**src/rtl/i2c_tgt_pkg.sv**
```systemverilog
package i2c_tgt_pkg;

    localparam int BYTE_W  = 8;
    localparam int BITCNT_W = $clog2(BYTE_W + 1);

    typedef enum logic [2:0] {
        ST_IDLE,
        ST_ADDR,
        ST_ADDR_ACK,
        ST_WR_BYTE,
        ST_WR_ACK,
        ST_RD_BYTE,
        ST_RD_ACK,
        ST_IGNORE
    } tgt_state_e;

endpackage

```
**src/rtl/i2c_line_sync.sv**
```systemverilog
module i2c_line_sync #(
    parameter int STAGES = 2
) (
    input  logic clk,
    input  logic rst_n,
    input  logic scl_in,
    input  logic sda_in,
    output logic scl_lvl,
    output logic sda_lvl,
    output logic scl_rise,
    output logic scl_fall,
    output logic start_evt,
    output logic stop_evt
);

    logic [STAGES-1:0] scl_ff;
    logic [STAGES-1:0] sda_ff;
    logic              scl_prev;
    logic              sda_prev;

    generate
        if (STAGES == 1) begin : g_one
            always_ff @(posedge clk or negedge rst_n) begin
                if (!rst_n) begin
                    scl_ff <= '1;
                    sda_ff <= '1;
                end else begin
                    scl_ff <= scl_in;
                    sda_ff <= sda_in;
                end
            end
        end else begin : g_chain
            always_ff @(posedge clk or negedge rst_n) begin
                if (!rst_n) begin
                    scl_ff <= '1;
                    sda_ff <= '1;
                end else begin
                    scl_ff <= {scl_ff[STAGES-2:0], scl_in};
                    sda_ff <= {sda_ff[STAGES-2:0], sda_in};
                end
            end
        end
    endgenerate

    always_ff @(posedge clk or negedge rst_n) begin
        if (!rst_n) begin
            scl_prev <= 1'b1;
            sda_prev <= 1'b1;
        end else begin
            scl_prev <= scl_ff[STAGES-1];
            sda_prev <= sda_ff[STAGES-1];
        end
    end

    assign scl_lvl   = scl_ff[STAGES-1];
    assign sda_lvl   = sda_ff[STAGES-1];
    assign scl_rise  = scl_lvl & ~scl_prev;
    assign scl_fall  = ~scl_lvl & scl_prev;
    assign start_evt = scl_lvl & scl_prev & sda_prev & ~sda_lvl;
    assign stop_evt  = scl_lvl & scl_prev & ~sda_prev & sda_lvl;

endmodule

```
**src/rtl/i2c_scl_watchdog.sv**
```systemverilog
module i2c_scl_watchdog #(
    parameter int TIMEOUT_CYC = 3_500_000
) (
    input  logic clk,
    input  logic rst_n,
    input  logic busy,
    input  logic scl_lvl,
    output logic timeout
);

    localparam int CNT_W = $clog2(TIMEOUT_CYC + 1);
    localparam logic [CNT_W-1:0] LAST = CNT_W'(TIMEOUT_CYC - 1);

    logic [CNT_W-1:0] low_cnt;

    always_ff @(posedge clk or negedge rst_n) begin
        if (!rst_n) begin
            low_cnt <= '0;
        end else if (!busy || scl_lvl) begin
            low_cnt <= '0;
        end else if (low_cnt != LAST) begin
            low_cnt <= low_cnt + 1'b1;
        end
    end

    assign timeout = busy && !scl_lvl && (low_cnt == LAST);

    // the engine drops busy after expiry, so the pulse lasts one cycle
    AST_TIMEOUT_SINGLE: assert property (@(posedge clk) disable iff (!rst_n)
        timeout |=> !timeout);

endmodule

```
**src/rtl/i2c_tgt_wdog.sv**
```systemverilog
module i2c_tgt_wdog
    import i2c_tgt_pkg::*;
#(
    parameter logic [6:0] DEV_ADDR    = 7'h3A,
    parameter int         AW          = 8,
    parameter int         TIMEOUT_CYC = 3_500_000,
    parameter int         SYNC_STAGES = 2
) (
    input  logic          clk,
    input  logic          rst_n,
    input  logic          scl_in,
    input  logic          sda_in,
    output logic          sda_oe,
    output logic [AW-1:0] reg_addr,
    output logic          reg_wr_en,
    output logic [7:0]    reg_wr_data,
    output logic          reg_rd_en,
    input  logic [7:0]    reg_rd_data
);

    localparam logic [BITCNT_W-1:0] FULL = BITCNT_W'(BYTE_W);
    localparam logic [BITCNT_W-1:0] LASTB = BITCNT_W'(BYTE_W - 1);

    logic scl_lvl, sda_lvl, scl_rise, scl_fall, start_evt, stop_evt, to_evt;

    tgt_state_e            state, state_d;
    logic [BITCNT_W-1:0]   bitcnt, bitcnt_d;
    logic [BYTE_W-1:0]     shreg, shreg_d;
    logic [BYTE_W-1:0]     txreg, txreg_d;
    logic [AW-1:0]         ptr, ptr_d;
    logic                  oe_q, oe_d;
    logic                  rw_q, rw_d;
    logic                  first_q, first_d;
    logic                  mack_q, mack_d;
    logic                  wr_fire, rd_fire;

    i2c_line_sync #(.STAGES(SYNC_STAGES)) u_sync (
        .clk       (clk),
        .rst_n     (rst_n),
        .scl_in    (scl_in),
        .sda_in    (sda_in),
        .scl_lvl   (scl_lvl),
        .sda_lvl   (sda_lvl),
        .scl_rise  (scl_rise),
        .scl_fall  (scl_fall),
        .start_evt (start_evt),
        .stop_evt  (stop_evt)
    );

    i2c_scl_watchdog #(.TIMEOUT_CYC(TIMEOUT_CYC)) u_wdog (
        .clk     (clk),
        .rst_n   (rst_n),
        .busy    (state != ST_IDLE),
        .scl_lvl (scl_lvl),
        .timeout (to_evt)
    );

    // next-state and datapath decisions
    always_comb begin
        state_d  = state;
        bitcnt_d = bitcnt;
        shreg_d  = shreg;
        txreg_d  = txreg;
        ptr_d    = ptr;
        oe_d     = oe_q;
        rw_d     = rw_q;
        first_d  = first_q;
        mack_d   = mack_q;
        wr_fire  = 1'b0;
        rd_fire  = 1'b0;

        if (to_evt) begin
            state_d = ST_IDLE;
            oe_d    = 1'b0;
        end else if (start_evt) begin
            state_d  = ST_ADDR;
            bitcnt_d = '0;
            oe_d     = 1'b0;
            first_d  = 1'b1;
        end else if (stop_evt) begin
            state_d = ST_IDLE;
            oe_d    = 1'b0;
        end else begin
            unique case (state)
                ST_IDLE, ST_IGNORE: begin
                end
                ST_ADDR: begin
                    if (scl_rise && bitcnt != FULL) begin
                        shreg_d  = {shreg[BYTE_W-2:0], sda_lvl};
                        bitcnt_d = bitcnt + 1'b1;
                    end else if (scl_fall && bitcnt == FULL) begin
                        if (shreg[7:1] == DEV_ADDR) begin
                            rw_d    = shreg[0];
                            oe_d    = 1'b1;
                            state_d = ST_ADDR_ACK;
                        end else begin
                            state_d = ST_IGNORE;
                        end
                    end
                end
                ST_ADDR_ACK: begin
                    if (scl_fall) begin
                        bitcnt_d = '0;
                        if (rw_q) begin
                            rd_fire = 1'b1;
                            txreg_d = reg_rd_data;
                            oe_d    = ~reg_rd_data[BYTE_W-1];
                            ptr_d   = ptr + 1'b1;
                            state_d = ST_RD_BYTE;
                        end else begin
                            oe_d    = 1'b0;
                            state_d = ST_WR_BYTE;
                        end
                    end
                end
                ST_WR_BYTE: begin
                    if (scl_rise && bitcnt != FULL) begin
                        shreg_d  = {shreg[BYTE_W-2:0], sda_lvl};
                        bitcnt_d = bitcnt + 1'b1;
                    end else if (scl_fall && bitcnt == FULL) begin
                        oe_d    = 1'b1;
                        state_d = ST_WR_ACK;
                        if (first_q) begin
                            ptr_d   = AW'(shreg);
                            first_d = 1'b0;
                        end else begin
                            wr_fire = 1'b1;
                            ptr_d   = ptr + 1'b1;
                        end
                    end
                end
                ST_WR_ACK: begin
                    if (scl_fall) begin
                        oe_d     = 1'b0;
                        bitcnt_d = '0;
                        state_d  = ST_WR_BYTE;
                    end
                end
                ST_RD_BYTE: begin
                    if (scl_fall) begin
                        if (bitcnt == LASTB) begin
                            oe_d    = 1'b0;
                            state_d = ST_RD_ACK;
                        end else begin
                            txreg_d  = {txreg[BYTE_W-2:0], 1'b0};
                            oe_d     = ~txreg[BYTE_W-2];
                            bitcnt_d = bitcnt + 1'b1;
                        end
                    end
                end
                ST_RD_ACK: begin
                    if (scl_rise) begin
                        mack_d = ~sda_lvl;
                    end else if (scl_fall) begin
                        if (mack_q) begin
                            rd_fire  = 1'b1;
                            txreg_d  = reg_rd_data;
                            oe_d     = ~reg_rd_data[BYTE_W-1];
                            ptr_d    = ptr + 1'b1;
                            bitcnt_d = '0;
                            state_d  = ST_RD_BYTE;
                        end else begin
                            state_d = ST_IGNORE;
                        end
                    end
                end
            endcase
        end
    end

    // state register
    always_ff @(posedge clk or negedge rst_n) begin
        if (!rst_n) begin
            state   <= ST_IDLE;
            bitcnt  <= '0;
            shreg   <= '0;
            txreg   <= '0;
            ptr     <= '0;
            oe_q    <= 1'b0;
            rw_q    <= 1'b0;
            first_q <= 1'b0;
            mack_q  <= 1'b0;
        end else begin
            state   <= state_d;
            bitcnt  <= bitcnt_d;
            shreg   <= shreg_d;
            txreg   <= txreg_d;
            ptr     <= ptr_d;
            oe_q    <= oe_d;
            rw_q    <= rw_d;
            first_q <= first_d;
            mack_q  <= mack_d;
        end
    end

    // outputs
    always_comb begin
        sda_oe      = oe_q;
        reg_addr    = ptr;
        reg_wr_en   = wr_fire;
        reg_wr_data = shreg;
        reg_rd_en   = rd_fire;
    end

    AST_OE_ON_LOW: assert property (@(posedge clk) disable iff (!rst_n)
        (sda_oe != $past(sda_oe)) |-> !scl_lvl);
    AST_STOP_TO_IDLE: assert property (@(posedge clk) disable iff (!rst_n)
        (stop_evt && !to_evt) |=> (state == ST_IDLE));
    AST_IDLE_QUIET: assert property (@(posedge clk) disable iff (!rst_n)
        (state == ST_IDLE) |-> (!sda_oe && !reg_wr_en && !reg_rd_en));
    AST_ADDR_ACK_DRIVE: assert property (@(posedge clk) disable iff (!rst_n)
        (state == ST_ADDR_ACK) |-> sda_oe);
    AST_WR_PTR_INC: assert property (@(posedge clk) disable iff (!rst_n)
        reg_wr_en |=> (reg_addr == $past(reg_addr) + 1'b1));
    AST_RD_PTR_INC: assert property (@(posedge clk) disable iff (!rst_n)
        reg_rd_en |=> (reg_addr == $past(reg_addr) + 1'b1));
    AST_MACK_RELEASE: assert property (@(posedge clk) disable iff (!rst_n)
        (state == ST_RD_ACK) |-> !sda_oe);
    AST_TIMEOUT_IDLE: assert property (@(posedge clk) disable iff (!rst_n)
        to_evt |=> (state == ST_IDLE && !sda_oe));

endmodule

```
**config.mk**
```make
export PLATFORM = sky130hd
export DESIGN_NAME = i2c_tgt_wdog
export DESIGN_NICKNAME = d
export VERILOG_FILES = /design/src/rtl/i2c_tgt_pkg.sv /design/src/rtl/i2c_line_sync.sv /design/src/rtl/i2c_scl_watchdog.sv /design/src/rtl/i2c_tgt_wdog.sv
export SDC_FILE = /design/constraint.sdc
export NUM_CORES = 1
export LEC_CHECK = 0
export BUFFER_PORTS_ARGS = -buffer_cell sky130_fd_sc_hd__buf_4
export CORE_UTILIZATION = 45
export CTS_CLUSTER_DIAMETER = 60
export DETAILED_ROUTE_END_ITERATION = 8
export SYNTH_ARGS = -nofsm -noshare
export SYNTH_HDL_FRONTEND = slang
export SYNTH_HIERARCHICAL = 1
export SYNTH_SLANG_ARGS = --single-unit
```
**constraint.sdc**
```tcl
create_clock -name clk -period 8.85 [get_ports clk]
set_input_delay 0 -clock clk [delete_from_list [all_inputs] [get_ports clk]]
set_output_delay 0 -clock clk [all_outputs]
set_load 0.005 [all_outputs]
```
* Word-level counts from Yosys, hierarchy flattened
Index checks and enable logic that the tools add are counted.
Word-level totals: flip-flop bits (word level) 62, bits in latches 0, memory bits (writable) 0, memory bits (read-only) 0, output and inout port bits 19, memories 0
Operators by class: $add $sub $neg 3, $mul 0, div/mod/pow operators 0, magnitude comparators 0, eq/ne operators 42, shifts and indexed selects 0, mux-type cells 84, bitwise logic cells 17, reductions and logical operators 26
Operators by type and width (number):
- 2-to-1 mux 8 bit | 8
- != test 5 bit, second input constant | 12
- 2-to-1 mux 7 bit | 7
- 2-to-1 mux 3 bit | 15
- 2-to-1 mux 22 bit | 2
- 2-to-1 mux 1 bit | 36
- 2-to-1 mux 4 bit | 9
- AND reduction 11 bit | 3
- case mux 8 bit (3 select lines) | 1
- adder 22 x 1 -> 22 bit, second input constant | 1
- == test 22 bit, second input constant | 1
- != test 2 bit, second input constant | 11
- != test 22 bit, second input constant | 1
- case mux 7 bit (3 select lines) | 1
- case mux 3 bit (6 select lines) | 1
- case mux 4 bit (4 select lines) | 1
- != test 3 bit, second input constant | 5
- AND reduction 5 bit | 3
- AND reduction 12 bit | 1
- inverter 1 bit | 10
- AND reduction 10 bit | 1
- == test 3 bit, second input constant | 3
- nonzero test 3 bit | 3
- nonzero test 9 bit | 1
- other kinds (20) | 35

* Depth between registers and ports, before layout
depth after elaboration 9, gate-level depth with buffers 12, mapped depth without buffers 9

* Hierarchy
The synthesis kept the hierarchy.
Modules (own cells, without submodules):
- i2c_tgt_wdog | instances 1, cells an instance 225, area each 2208.4 um2
- i2c_scl_watchdog | instances 1, cells an instance 140, area each 1321.3 um2
- i2c_line_sync | instances 1, cells an instance 10, area each 190.2 um2

* Least setup slack after synthesis
Ideal clock, no wire load.
kind reg2reg, from register state[2], to register rw_q, arrival 2.689 ns, path slack 6.036 ns, cell stages (with the launch flop) 11, path buffers 3, path through dfrtp_1 > buf_6 > or3_1 > or2b_2 > clkbuf_8 > clkbuf_1 > nor2_1 > nor3_4 > nand2_2 > nor4_1 > mux2_2
Between the ends: cells in the longest elaborated chain, start to end 5, elaborated cells between the ends (all ways) 6, those cells by class 1 x eq/ne; 1 x bitwise; 4 x reduce/logical
RTL lines:
- from (decl) | line i2c_tgt_wdog.sv:26 | tgt_state_e state, state_d;
- from (signal assigned) | line i2c_tgt_wdog.sv:184 | state <= state_d;
- nonzero test 3 bit | line i2c_tgt_wdog.sv:53 | .busy (state != ST_IDLE),
- logical AND 1 bit (2 in a row) | line i2c_scl_watchdog.sv:26 | assign timeout = busy && !scl_lvl && (low_cnt == LAST);
- net to_evt | line i2c_tgt_wdog.sv:24 | logic scl_lvl, sda_lvl, scl_rise, scl_fall, start_evt, stop_evt, to_evt;
- inverter 1 bit (no source line)
- AND reduction 7 bit (no source line)
- to (signal assigned) | line i2c_tgt_wdog.sv:190 | rw_q <= rw_d;
- to (decl) | line i2c_tgt_wdog.sv:32 | logic rw_q, rw_d;
The timed path passes the listed nets, and every way through them passes these cells. A chain may end at the register's enable or synchronous reset.

* Worst setup path in the final report
from register u_wdog.low_cnt[0], to output port reg_wr_en
Between the ends: cells in the longest elaborated chain, start to end 3
RTL lines:
- from (decl) | line i2c_scl_watchdog.sv:14 | logic [CNT_W-1:0] low_cnt;
- from (signal assigned) | line i2c_scl_watchdog.sv:22 | low_cnt <= low_cnt + 1'b1;
- == test 22 bit | line i2c_scl_watchdog.sv:26
- logical AND 1 bit | line i2c_scl_watchdog.sv:26
- net to_evt | line i2c_tgt_wdog.sv:24
- 2-to-1 mux 1 bit | line i2c_tgt_wdog.sv:72 | if (to_evt) begin
- to (decl) | line i2c_tgt_wdog.sv:15 | output logic reg_wr_en,
The timed path passes the listed nets, and every way through them passes these cells.

==> metrics.txt <==
slowest stage cell, crit path=and3_1; Post-CTS Setup Bufs=0; Placement Cell Area=0.003925 sq mm; Final Hold Fails=0; Static Leak=approximately 1.8 nW; layout cell share with drive strength beyond 1=between 20% and 30%; cell count after placement=between 400 and 500; met2 GRT Util=around 36%; CP peak stage delay=about 0.56 ns; WP data arrival=roughly 3.1 ns; fraction of the yosys area taken by sequential cells=a little over two fifths; share of the synthesized area in the top cell type=about 38%; Synth Area in Compound Gates=18.70%; Core ar.=~0.008 sq mm; met3 Use GR=between 5 and 6%; GR peak layer=met2; Yosys Warn Count=6; fraction of registers with async set/reset=100.0%; ys flop type=dfrtp_1; DR iter-0 viols=approximately 170; Netlist Area Pre-Place=around 0.0037 sq mm; Routed Wire Length=between 8 and 9 mm; vias in the first global route=between 2000 and 3000; routed wire length per instance=approximately 17 um; max-cap viol count=0; Synth Net Count=approximately 390; post-CTS resize count=0; post-route ant nets=0; power share of the combinational group=between 30% and 40%; #FFs+latches synth=62; Peak supply drop=approximately 0.13 mV; hpwl dp=between 5 and 6 mm; Post-synth top cells=dfrtp_1 (56), nand2_1 (30), a21oi_1 (27); FP Rows=32; Worst-Skew Late Latency=0.35 ns; Mean Syn Cell Area=about 10 sq um; slew margin rel.=approximately 40%; TNS Setup=0 ns; Clock Power Share=25.5%; Setup crit end kind=output pin; first-pass GRT wire length=~14 mm; # H-tree levels=3; CP Class=reg -> out; DIE HEIGHT=roughly 93 um; internal power=slightly above 0.7 mW; multiplexer share of the synthesized area=between 7 and 8%; Root Driver=clkbuf_8; Sequential Power Share=between 40 and 50%; I/O Pins=31; biggest area consumer among synthesized cells=dfrtp_1; utilization after layout=a little over half; clk buf depth=2; final critical-path required period=~3.1 ns; crit-path cells=ha_1 > and4_1 > and3_1 > nand4_1 > nor2_1 > or3_1 > nor3_1 > buf_4; area delta synth->final=12.92%; Final Cell Area=~0.0042 sq mm; Port Buf Inserts=30; Final Cycle Share=35.02%; RSZ-0062 raised after global routing=no; GP Congestion=0.8313; vias per inst=5.966; Vias=slightly above 3000; CP required=between 8 and 9 ns; Finish-stage setup viols=0; Yosys cell types=68; Synth Area in XOR/XNOR=1.177%; clock sink count=a little over 60; PwrDens=264.7 mW/mm^2; Die ar.=between 0.008 and 0.009 sq mm; cells after synthesis=between 300 and 400; synth top area cells=dfrtp_1 (38%), mux2_2 (5.8%), dfstp_2 (4.2%); most common cell in the netlist=dfrtp_1; Peak Freq=between 300 and 400 MHz; total gr overflow=0; Global Route Usage Sum=between 20% and 30%; Fin Clk Skew=approximately 0.015 ns; HP Class=in -> reg; Layout Nets=a little over 400; post-route insts no fill=506; outcome=finished clean; CTS tree=yes; die span in x=around 93 um; Slew @ Worst Pin=0.8919 ns; largest family of logic cells by synthesized area=simple AND/OR/NAND/NOR gates; Critical Path Source Type=flip-flop; adder-cell share of the synthesized area=between 1 and 1.5%; number of synthesized flops with an enable pin=0; Net Switching=just under 0.4 mW; CTS hold repair buffers=5; clock slew at reported path FFs=roughly 0.07 ns; met1 usage=26.94%; residual DRC count=0; initial antenna violation count=0; CTS Buf Count=9; largest net degree at the start of global routing=63; Synth Area in Simple Gates=about a quarter; starting utilization of the core area=between 40 and 50%; crit-path max FO=18; antenna cells=0; fin. max-slew vios=0; Sw Ratio=around 36%; Initial DRT Pass Iterations=4
## power groups by stage
stage          sequential (mW)  clock [mW]  combinational [mW]
2_1_floorplan            0.413           0               0.306
3_3_place_gp             0.455           0               0.365
3_5_place_dp             0.460           0               0.371
4_1_cts                  0.455       0.292               0.374
5_1_grt                  0.469       0.300               0.416
6_report                 0.456       0.284               0.372
## layout make-up
class                           instances  area, sq um
Clock buffer                           12        155.1
Sequential cell                        62         1559
Clock inverter                          4        70.07
Inverter                               11        41.29
Timing Repair Buffer                   36        282.8
Multi-Input combinational cell        279         1964
Tap cell                              102        127.6
Fill cell                             755         3647
## flip-flops by register name, indices dropped and copies added (netlist names)
signal / flops
u_sync/sda_prev: 1
reg_addr: 8
first_q: 1
u_sync/scl_prev: 1
reg_wr_data: 8
u_sync/scl_ff: 2
bitcnt: 4
txreg: 7
sda_oe: 1
rw_q: 1
state: 3
u_wdog/low_cnt: 22
mack_q: 1
u_sync/sda_ff: 2
## through the flow
stage / worst slack, ns / total power, mW / hold WS [ns]
after floorplan: 6.036 / 0.7181 / -0.2956
final: 5.751 / 1.112 / 0.01724
after global routing: 5.541 / 1.185 / 0.01283
after CTS: 5.768 / 1.121 / 0.0009974
after global placement: 5.887 / 0.8198 / 0.1089
after detailed placement: 5.846 / 0.8308 / 0.1097
## layer usage
metal  wire length (um)  up-vias
met4                136        0
li1                   -     1463
met2               4265       59
met5                  0        -
met3                288       12
met1               3846     1485
## logic make-up (layout without fill, tap and decap cells)
kind of cell               after synthesis  count (layout)
adders and majority gates                4               4
xor gates and xnor gates                 5               5
DFF                                     62              62
and+or+nand+nor                        146             146
AOI/OAI and AO/OA                       98              98
buffers and inverters                   34              63
muxes                                   26              26
## critical path, delay by kind of cell, from the launching register on
| family | cells | cell delay (ns) |
|---|---|---|
| simple gates | 6 | 1.91 |
| fa+ha+maj | 1 | 0.32 |
| buf+inv | 1 | 0.15 |
| flops | 1 | 0.37 |
## final timing paths
path,startpoint,endpoint,slack (ns),cells after the start
min in group asynchronous,rst_n,u_wdog/low_cnt[3],0.27,2
max in group asynchronous,rst_n,bitcnt[1],8.04,2
hold / removal,reg_rd_data[4],txreg[4],0.02,3
hold reg to reg,u_sync/sda_ff[0],u_sync/sda_ff[1],0.36,0
setup / recovery,u_wdog/low_cnt[0],reg_wr_en,5.75,8
setup reg to reg,state[0],reg_addr[3],5.81,7
## layout by cell type, fill, tap and decap left out, types with 4 or more instances in the layout
cell and n:
dfrtp_1 56, buf_4 31, nand2_1 30, a21oi_1 27, o21ai_0 19, mux2_2 19
nor2_1 17, nand3_1 16, inv_1 11, clkbuf_8 11, nand4_1 9, a31oi_1 8
mux2i_1 7, o31ai_1 7, or4_1 6, dfstp_2 6, or3_1 5, and3b_1 5
nor2b_1 5, nand3b_1 5, nand2b_1 5, nor4_1 5, dlygate4sd3_1 5, xor2_1 5
nor3_1 4, and4_1 4, a2bb2oi_1 4, nor3b_1 4, ha_1 4
Power figures use the tool's default switching activity.
